**src/rtl/rbf_pkg.sv**
```systemverilog
package rbf_pkg;

  typedef enum logic [2:0] {
    BK_USR = 3'd0,
    BK_FIQ = 3'd1,
    BK_IRQ = 3'd2,
    BK_SVC = 3'd3,
    BK_ABT = 3'd4,
    BK_UND = 3'd5
  } bank_e;

  localparam logic [4:0] MD_USR = 5'b10000;
  localparam logic [4:0] MD_FIQ = 5'b10001;
  localparam logic [4:0] MD_IRQ = 5'b10010;
  localparam logic [4:0] MD_SVC = 5'b10011;
  localparam logic [4:0] MD_ABT = 5'b10111;
  localparam logic [4:0] MD_UND = 5'b11011;
  localparam logic [4:0] MD_SYS = 5'b11111;

  localparam int IDX_W     = 4;
  localparam int GPR_N     = 30;
  localparam int PHYS_W    = $clog2(GPR_N);
  localparam int SPSR_N    = 5;
  localparam int SPSR_W    = $clog2(SPSR_N);
  localparam int SHARED_N  = 8;
  localparam int FIQ_FIRST = 8;
  localparam int EXC_FIRST = 13;
  localparam int FIQ_BASE  = 15;
  localparam int EXC_BASE  = 22;
  localparam int EXC_PAIR  = 2;
  localparam int PC_IDX    = 15;

endpackage

```
**src/rtl/rbf_mode_decode.sv**
```systemverilog
module rbf_mode_decode
  import rbf_pkg::*;
(
  input  logic [4:0]        mode_i,
  output bank_e             bank_o,
  output logic [SPSR_W-1:0] spsr_sel_o,
  output logic              spsr_ok_o
);

  always_comb begin
    unique case (mode_i)
      MD_FIQ:  bank_o = BK_FIQ;
      MD_IRQ:  bank_o = BK_IRQ;
      MD_SVC:  bank_o = BK_SVC;
      MD_ABT:  bank_o = BK_ABT;
      MD_UND:  bank_o = BK_UND;
      default: bank_o = BK_USR;
    endcase
  end

  always_comb begin
    spsr_ok_o  = (bank_o != BK_USR);
    spsr_sel_o = '0;
    if (spsr_ok_o) spsr_sel_o = SPSR_W'(int'(bank_o) - 1);
  end

endmodule

```
**src/rtl/rbf_index_map.sv**
```systemverilog
module rbf_index_map
  import rbf_pkg::*;
(
  input  logic [IDX_W-1:0]  idx_i,
  input  bank_e             bank_i,
  output logic              is_pc_o,
  output logic [PHYS_W-1:0] phys_o
);

  always_comb begin
    is_pc_o = (int'(idx_i) == PC_IDX);
    phys_o  = PHYS_W'(idx_i);
    if (int'(idx_i) >= FIQ_FIRST && !is_pc_o) begin
      if (bank_i == BK_FIQ) begin
        phys_o = PHYS_W'(FIQ_BASE + int'(idx_i) - FIQ_FIRST);
      end else if (int'(idx_i) >= EXC_FIRST && bank_i != BK_USR) begin
        phys_o = PHYS_W'(EXC_BASE + EXC_PAIR * (int'(bank_i) - int'(BK_IRQ))
                         + int'(idx_i) - EXC_FIRST);
      end
    end
  end

endmodule

```
**src/rtl/rbf_status.sv**
```systemverilog
module rbf_status
  import rbf_pkg::*;
#(
  parameter int                 DATA_W   = 32,
  parameter logic [DATA_W-1:0]  CPSR_RST = 'hD3
) (
  input  logic              clk,
  input  logic              rst_n,
  input  logic              cpsr_we_i,
  input  logic [DATA_W-1:0] cpsr_wdata_i,
  output logic [DATA_W-1:0] cpsr_o,
  input  logic              spsr_ok_i,
  input  logic [SPSR_W-1:0] spsr_sel_i,
  input  logic              spsr_we_i,
  input  logic [DATA_W-1:0] spsr_wdata_i,
  output logic [DATA_W-1:0] spsr_rdata_o
);

  logic [DATA_W-1:0] cpsr_q;
  logic [DATA_W-1:0] spsr_q [SPSR_N];

  always_ff @(posedge clk) begin
    if (!rst_n)         cpsr_q <= CPSR_RST;
    else if (cpsr_we_i) cpsr_q <= cpsr_wdata_i;
  end

  for (genvar s = 0; s < SPSR_N; s++) begin : g_spsr
    always_ff @(posedge clk) begin
      if (!rst_n)
        spsr_q[s] <= '0;
      else if (spsr_we_i && spsr_ok_i && int'(spsr_sel_i) == s)
        spsr_q[s] <= spsr_wdata_i;
    end
  end

  assign cpsr_o       = cpsr_q;
  assign spsr_rdata_o = spsr_ok_i ? spsr_q[spsr_sel_i] : '0;

endmodule

```
**src/rtl/banked_regfile.sv**
```systemverilog
module banked_regfile
  import rbf_pkg::*;
#(
  parameter int                DATA_W   = 32,
  parameter int                PC_AHEAD = 8,
  parameter logic [DATA_W-1:0] CPSR_RST = 'hD3
) (
  input  logic              clk,
  input  logic              rst_n,
  input  logic [4:0]        mode_i,
  input  logic              user_bank_i,
  input  logic [3:0]        rd_a_idx_i,
  output logic [DATA_W-1:0] rd_a_data_o,
  input  logic [3:0]        rd_b_idx_i,
  output logic [DATA_W-1:0] rd_b_data_o,
  input  logic              wr_en_i,
  input  logic [3:0]        wr_idx_i,
  input  logic [DATA_W-1:0] wr_data_i,
  input  logic              cpsr_we_i,
  input  logic [DATA_W-1:0] cpsr_wdata_i,
  output logic [DATA_W-1:0] cpsr_o,
  input  logic              spsr_we_i,
  input  logic [DATA_W-1:0] spsr_wdata_i,
  output logic [DATA_W-1:0] spsr_rdata_o,
  output logic              spsr_ok_o
);

  localparam int N_PORTS  = 3;
  localparam int N_RD     = 2;
  localparam int WR_PORT  = 2;
  localparam int ALIGN_W  = 2;

  bank_e             mode_bank;
  bank_e             gpr_bank;
  logic [SPSR_W-1:0] spsr_sel;

  logic [IDX_W-1:0]  port_idx   [N_PORTS];
  logic              port_is_pc [N_PORTS];
  logic [PHYS_W-1:0] port_phys  [N_PORTS];
  logic [DATA_W-1:0] rd_data    [N_RD];

  logic [DATA_W-1:0] gpr_q [GPR_N];
  logic [DATA_W-1:0] pc_q;
  logic [DATA_W-1:0] pc_view;

  rbf_mode_decode u_mode (
    .mode_i     (mode_i),
    .bank_o     (mode_bank),
    .spsr_sel_o (spsr_sel),
    .spsr_ok_o  (spsr_ok_o)
  );

  // The override only retargets general registers; status access follows the mode.
  assign gpr_bank = user_bank_i ? BK_USR : mode_bank;

  assign port_idx[0]       = rd_a_idx_i;
  assign port_idx[1]       = rd_b_idx_i;
  assign port_idx[WR_PORT] = wr_idx_i;

  for (genvar p = 0; p < N_PORTS; p++) begin : g_map
    rbf_index_map u_map (
      .idx_i   (port_idx[p]),
      .bank_i  (gpr_bank),
      .is_pc_o (port_is_pc[p]),
      .phys_o  (port_phys[p])
    );
  end

  for (genvar g = 0; g < GPR_N; g++) begin : g_gpr
    always_ff @(posedge clk) begin
      if (!rst_n)
        gpr_q[g] <= '0;
      else if (wr_en_i && !port_is_pc[WR_PORT] && int'(port_phys[WR_PORT]) == g)
        gpr_q[g] <= wr_data_i;
    end
  end

  always_ff @(posedge clk) begin
    if (!rst_n)
      pc_q <= '0;
    else if (wr_en_i && port_is_pc[WR_PORT])
      pc_q <= {wr_data_i[DATA_W-1:ALIGN_W], {ALIGN_W{1'b0}}};
  end

  assign pc_view = pc_q + DATA_W'(PC_AHEAD);

  for (genvar r = 0; r < N_RD; r++) begin : g_rd
    assign rd_data[r] = port_is_pc[r] ? pc_view : gpr_q[port_phys[r]];
  end

  assign rd_a_data_o = rd_data[0];
  assign rd_b_data_o = rd_data[1];

  rbf_status #(
    .DATA_W   (DATA_W),
    .CPSR_RST (CPSR_RST)
  ) u_status (
    .clk          (clk),
    .rst_n        (rst_n),
    .cpsr_we_i    (cpsr_we_i),
    .cpsr_wdata_i (cpsr_wdata_i),
    .cpsr_o       (cpsr_o),
    .spsr_ok_i    (spsr_ok_o),
    .spsr_sel_i   (spsr_sel),
    .spsr_we_i    (spsr_we_i),
    .spsr_wdata_i (spsr_wdata_i),
    .spsr_rdata_o (spsr_rdata_o)
  );

endmodule

```
**config.mk**
```make
export PLATFORM = sky130hd
export DESIGN_NAME = banked_regfile
export DESIGN_NICKNAME = d
export VERILOG_FILES = /design/src/rtl/rbf_pkg.sv /design/src/rtl/rbf_mode_decode.sv /design/src/rtl/rbf_index_map.sv /design/src/rtl/rbf_status.sv /design/src/rtl/banked_regfile.sv
export SDC_FILE = /design/constraint.sdc
export NUM_CORES = 2
export LEC_CHECK = 0
export BUFFER_PORTS_ARGS = -buffer_cell sky130_fd_sc_hd__buf_2
export CAP_MARGIN = 10
export CORE_MARGIN = 8
export CORE_UTILIZATION = 45
export CTS_CLUSTER_DIAMETER = 80
export DETAILED_ROUTE_END_ITERATION = 10
export MAX_ROUTING_LAYER = met4
export PLACE_DENSITY = 0.69
export SLEW_MARGIN = 30
export SYNTH_ARGS = -nofsm -noshare
export SYNTH_HDL_FRONTEND = slang
export SYNTH_SLANG_ARGS = --single-unit
```
**constraint.sdc**
```tcl
create_clock -name clk -period 13.3 [get_ports clk]
set_input_delay 3.325 -clock clk [delete_from_list [all_inputs] [get_ports clk]]
set_output_delay 3.325 -clock clk [all_outputs]
set_load 0.01 [all_outputs]
```
Yosys cells after proc, flatten, opt, wreduce, memory -nomap -nowiden
Memories as Yosys holds them, arrays and structs flattened.
Cells that the tools add are included.
W data, S select, Z words.

word-level totals
  logic and storage cells = 310
  latch bits = 0
  bits of input ports = 119
  bits in read-only memories = 0
  bits in writable memories = 1120
  memories kept = 2
  register bits after elaboration = 62

cells by class
  bitwise operators = 35
  muxes and demuxes = 156
  shift operators = 0
  reduce and logical (&&, ||, !) cells = 51
  divide/modulo/power cells = 0
  eq/ne operators = 42
  add/sub/neg operators = 16
  multiply operators = 0
  order comparisons = 6

memory list
  memory           words  bits a word  rd ports  clocked after Yosys merged registers in  wr ports  RTL line              text
  gpr_q            30     32           2         0                                        30        banked_regfile.sv:42  logic [DATA_W-1:0] gpr_q [GPR_N];
  u_status.spsr_q  5      32           1         0                                        5         rbf_status.sv:20      logic [DATA_W-1:0] spsr_q [SPSR_N];

operators with widths
  cell                     number
  $mux W32                 38
  $mux W1                  106
  $eq A5 B5 Y1 const B     21
  $mux W5                  9
  $logic_and A1 B1 Y1      44
  $eq A5 B4 Y1 const B     8
  $or A1 B1 Y1             35
  $add A32 B4 Y32 const B  1
  $sub A5 B5 Y5 const B    6
  $ge A4 B4 Y1 const B     6
  $eq A5 B3 Y1 const B     4
  $add A4 B4 Y5 const A    3
  $add A5 B5 Y5            3
  $pmux W3 S5              1
  $eq A4 B1 Y1 const B     3
  $eq A3 B3 Y1 const B     3
  $mux W3                  2
  $reduce_bool A3 Y1       2
  $add A5 B5 Y5 const A    1
  $eq A5 B2 Y1 const B     1
  $logic_not A5 Y1         1
  $sub A3 B2 Y4 const B    1
  $eq A3 B1 Y1 const B     1
  $eq A3 B2 Y1 const B     1
  other kinds (3)          5

Logic depth before layout (Yosys ltp)
  depth after elaboration = 16
  mapped depth = 21

Cells and area by module
From an unflattened synthesis, not the netlist that was laid out.

unflattened totals
  cells, all modules = 4581
  area, all modules = 63783.7 µm²

by module, submodules not included
  module           times used  area an instance (µm²)  cells an instance  sequential area each (µm²)
  banked_regfile   1           53749.0                 3756               29428.2
  rbf_status       1           8695.8                  660                5445.2
  rbf_index_map    3           404.1                   49                 0.0
  rbf_mode_decode  1           126.4                   18                 0.0

Least setup slack after synthesis
Ideal clock, no wire load.

  path kind = input to output
  start point = input port mode_i[2]
  end point = output port rd_a_data_o[3]
  stages = 19
  buffers on the path = 3
  setup slack = 2.741 ns
  data arrival time = 7.234 ns
  required time = 9.975 ns
  cells stage by stage = nand3b_1 nor2_1 clkinv_1 buf_1 nor2_1 inv_1 ha_1 xor2_1 ha_1 ha_1 xnor2_1 o21ai_0 o21a_1 clkbuf_1 nor2_1 clkbuf_1 a22oi_1 a21oi_1 or3_1

on the way
  cells in the longest elaborated chain, start to end = 12
  elaborated cells between the ends (all ways) = 19
  classes of those cells = 4 x add/sub; 6 x eq/ne; 6 x mux; 2 x reduce/logical; 1 x memory

ends and longest elaborated chain
  what                 RTL line               text
  start: declaration   banked_regfile.sv:10   input logic [4:0] mode_i,
  $eq A5 B5 Y1         rbf_mode_decode.sv:11  unique case (mode_i)
  $pmux W3 S5 (*)      rbf_mode_decode.sv:11
  $mux W3 (*)          banked_regfile.sv:54   assign gpr_bank = user_bank_i ? BK_USR : mode_bank;
  $sub A3 B2 Y4        rbf_index_map.sv:17    phys_o = PHYS_W'(EXC_BASE + EXC_PAIR * (int'(bank_i) - int'(BK_IRQ))
  $add A5 B5 Y5        rbf_index_map.sv:17
  $add A5 B5 Y5        rbf_index_map.sv:18    + int'(idx_i) - EXC_FIRST);
  $sub A5 B5 Y5        rbf_index_map.sv:18
  $mux W5              rbf_index_map.sv:16    end else if (int'(idx_i) >= EXC_FIRST && bank_i != BK_USR) begin
  $mux W5 (*)          rbf_index_map.sv:14    if (bank_i == BK_FIQ) begin
  $mux W5 (*)          rbf_index_map.sv:13    if (int'(idx_i) >= FIQ_FIRST && !is_pc_o) begin
  $mem_v2 Z30 W32 (*)  n/a
  $mux W32 (*)         banked_regfile.sv:88   assign rd_data[r] = port_is_pc[r] ? pc_view : gpr_q[port_phys[r]];
  end: declaration     banked_regfile.sv:13   output logic [DATA_W-1:0] rd_a_data_o,

Every way passes the cells marked *; elsewhere a longest branch is shown, timed or not.

Worst setup path in the final report
  start point = input port mode_i[2]
  end point = output port rd_b_data_o[26]

on the way
  cells in the longest elaborated chain, start to end = 12
  elaborated cells between the ends (all ways) = 19
  classes of those cells = 4 x add/sub; 6 x eq/ne; 6 x mux; 2 x reduce/logical; 1 x memory

ends and longest elaborated chain
  what                 RTL line               text
  $eq A5 B5 Y1         rbf_mode_decode.sv:11
  $pmux W3 S5 (*)      rbf_mode_decode.sv:11
  $mux W3 (*)          banked_regfile.sv:54
  $sub A3 B2 Y4        rbf_index_map.sv:17
  $add A5 B5 Y5        rbf_index_map.sv:17
  $add A5 B5 Y5        rbf_index_map.sv:18
  $sub A5 B5 Y5        rbf_index_map.sv:18
  $mux W5              rbf_index_map.sv:16
  $mux W5 (*)          rbf_index_map.sv:14
  $mux W5 (*)          rbf_index_map.sv:13
  $mem_v2 Z30 W32 (*)  n/a
  $mux W32 (*)         banked_regfile.sv:88
  end: declaration     banked_regfile.sv:15   output logic [DATA_W-1:0] rd_b_data_o,

Marked as above.

==> run summary <==
outcome -> finished clean
cts bufs inserted -> 130
Clock Tree Buf Depth -> 3
Hold Crit Depth -> 2
max layer used -> met4
die width -> 392 µm
placed insts -> 7,150
CTS root buffer -> clkbuf_16
grt total ovfl -> 0
wire per inst -> 31.8 µm
share of cells above drive strength 1 -> 0.193
CP Capture Type -> output port
Rows -> 138
Hold Fails Final Rpt -> 0
TNS Setup -> 0 ps
total global-route track usage -> 0.309
Yosys warning count -> 0
Routed Wire Length -> 236 mm
sequential cell area -> 34,900 µm²
sequential share of the synthesized area -> 0.550
pre-CTS setup slack -> 1060 ps
max cap viols -> 0
Hold Path Class -> register to register
Netlist Area Pre-Place -> 63,500 µm²
met2 WL -> 99.7 mm
final slew viol count -> 0
clock tree from TritonCTS -> built
worst-margin pin slew -> 1070 ps
Post-Syn Instances -> 5,360
Post-synth EDFFs -> 1,120
first-pass GRT wire length -> 336 mm
Critical R2R Capture -> pc_q[3]
Clock Sinks -> 1,182
Die ar. -> 153,000 µm²
worst skew pair latency -> 770 ps
RSZ-0062 raised after global routing -> no
FF-to-FF setup slack -> 12,300 ps
worst-path fanout max -> 56
Area Growth Syn to Fin -> 12.8%
R2R depth -> 2
DRT antenna net count -> 0
PortBufs -> 247
detail-routed via count per cell -> 6.60
critical path required time -> 9970 ps
crit path launch type -> input port
Yosys reg bits -> 1,182
Net Sw Frac -> 0.269
pwr/cell area -> 129 nW/µm²
Crit path arrival time -> 9260 ps
VDD IR max -> 131 µV
total power -> 9240 µW
FILL cells -> 11,870
Setup WS post-layout -> 715 ps
final setup fails -> 0
Multi-input gate area -> 27,000 µm²
initial drt markers -> 8,253
top cell type's share of synthesized area -> 0.530
design internal power -> 6760 µW
WL met3 -> 39.3 mm
post-synth top area cell -> edfxtp_1
vias in the first global route -> 47,954
# resized after CTS -> 0
WL met1 -> 84.1 mm
Post-Syn Nets -> 5,520
routed vias -> 48,971
period utilisation layout -> 0.946
CTS clk-pin slew, worst paths -> 60 ps
CTS Hold Bufs -> 0
core area -> 141,000 µm²
commonest non-fill, non-tap cell in the layout -> and2_1
drt pass-1 iters -> 9
die height -> 392 µm
Synth Area per Inst -> 11.8 µm²
combinational power share -> 0.138
category of the critical setup timing path -> input port to output port
CP Launch Point -> mode_i[2]
largest cells by area after synthesis -> edfxtp_1 (53%), and2_1 (11%), mux4_2 (11%)
Nets -> 5,554
Hold EP -> pc_q[23]
hold path start -> pc_q[23]
number of remaining DRC errors -> 0
Slew HR -> 0.287
H-tree levels -> 4
Post-synth ARST share -> 0
worst hold slack -> 467 ps
Initial Utilization -> 0.451
largest net degree at the start of global routing -> 110
most frequent cells in the layout -> and2_1 (1,128), edfxtp_1 (1,120), nand2_1 (769), mux4_2 (308), buf_2 (246)
Final Wtd Congestion -> 0.975
reg2reg start -> pc_q[3]
Post-CTS Setup Bufs -> 0
Max Fclk -> 0.0795 GHz
Cell Count, Final, Fillers Out -> 7,421
LEAKAGE -> 0.0257 µW
sw power -> 2480 µW
HPWL Detailed -> 144 mm
Clock power frac -> 0.388
Netlist cell types -> 63
minimum clock period after layout -> 12,590 ps
antenna violations before repair -> 35
I/O pins -> 248
Clock Skews -> 0 ps
ys flop type -> edfxtp_1
Seq pwr share -> 0.474
-- per-layer routing --
metal | track usage | vias up
li1 | - | 19772
met1 | 0.392 | 23841
met2 | 0.434 | 4412
met3 | 0.122 | 946
met4 | 0.145 | 0
met5 | - | -
-- cell type report --
type	instances	area share
clock inverter	62	0.00797
antenna	38	0.00133
multi-input combinational	3633	0.378
timing repair buffer	423	0.0421
sequential	1182	0.487
tap	1890	0.0330
inverter	24	0.00126
clock buffer	169	0.0495
-- cell usage after synthesis (all sizes together) (23+ instances only) --
cell and number:
and2 1133, edfxtp 1120, nand2 775, clkbuf 379, mux4 308, nand3 221, a21oi 179, nor2 157
buf 142, a22oi 130, o21ai 116, a31oi 89, a311oi 86, dfxtp 62, and3 60, a211o 48
a2111oi 40, ha 38, mux2i 35, mux2 32, xnor2 27, inv 23
-- cell families after synthesis --
family | Yosys count | share of synthesized area
muxes | 375 | 0.121
buffers and inverters | 545 | 0.0363
AOI/OAI and AO/OA | 773 | 0.0830
and+or+nand+nor | 2402 | 0.196
xor gates and xnor gates | 42 | 0.00623
DFF | 1182 | 0.550
adders and majority gates | 41 | 0.00844
-- power by group through the flow --
stage,Combinational [µW],Clock (µW),Sequential [µW]
after floorplan,742,0,4430
after global placement,1210,0,4440
after detailed placement,1230,0,4460
after CTS,1230,3580,4380
after global routing,1320,3710,4400
final,1280,3580,4380
-- worst max-delay path, stage by stage --
cell      delay [ps]
buf_2            130
nand3b_1         210
nor2_2           210
clkinv_1         110
nor2_1           530
inv_1            170
ha_1             230
xor2_1           320
ha_1             310
ha_1             300
xnor2_1          130
o21ai_0          340
o21a_2           220
buf_4            820
nor2_4           320
buf_4            390
a22oi_1          530
a21oi_1          170
a211o_1          310
buf_2            160
-- sequential cells by signal, indices dropped and copies added (netlist names) --
| name | flops |
|---|---|
| gpr_q | 960 |
| u_status.spsr_q | 160 |
| pc_q | 30 |
| u_status.cpsr_o | 32 |
-- per-stage QoR --
step | utilization | instance area [µm²]
3_5_place_dp | 0.478 | 67300
4_1_cts | 0.508 | 71400
2_1_floorplan | - | 63500
5_1_grt | 0.509 | 71600
6_report | 0.509 | 71600
3_3_place_gp | 0.476 | 67000
-- how the worst max path moves through the flow --
stage | end | slack (ps)
2_1_floorplan | rd_a_data_o[3] | 2740
3_3_place_gp | rd_b_data_o[26] | 1120
3_5_place_dp | rd_b_data_o[26] | 1060
4_1_cts | rd_b_data_o[26] | 1020
5_1_grt | rd_b_data_o[26] | 610
6_report | rd_b_data_o[26] | 710
(Power assumes the default switching activity.)
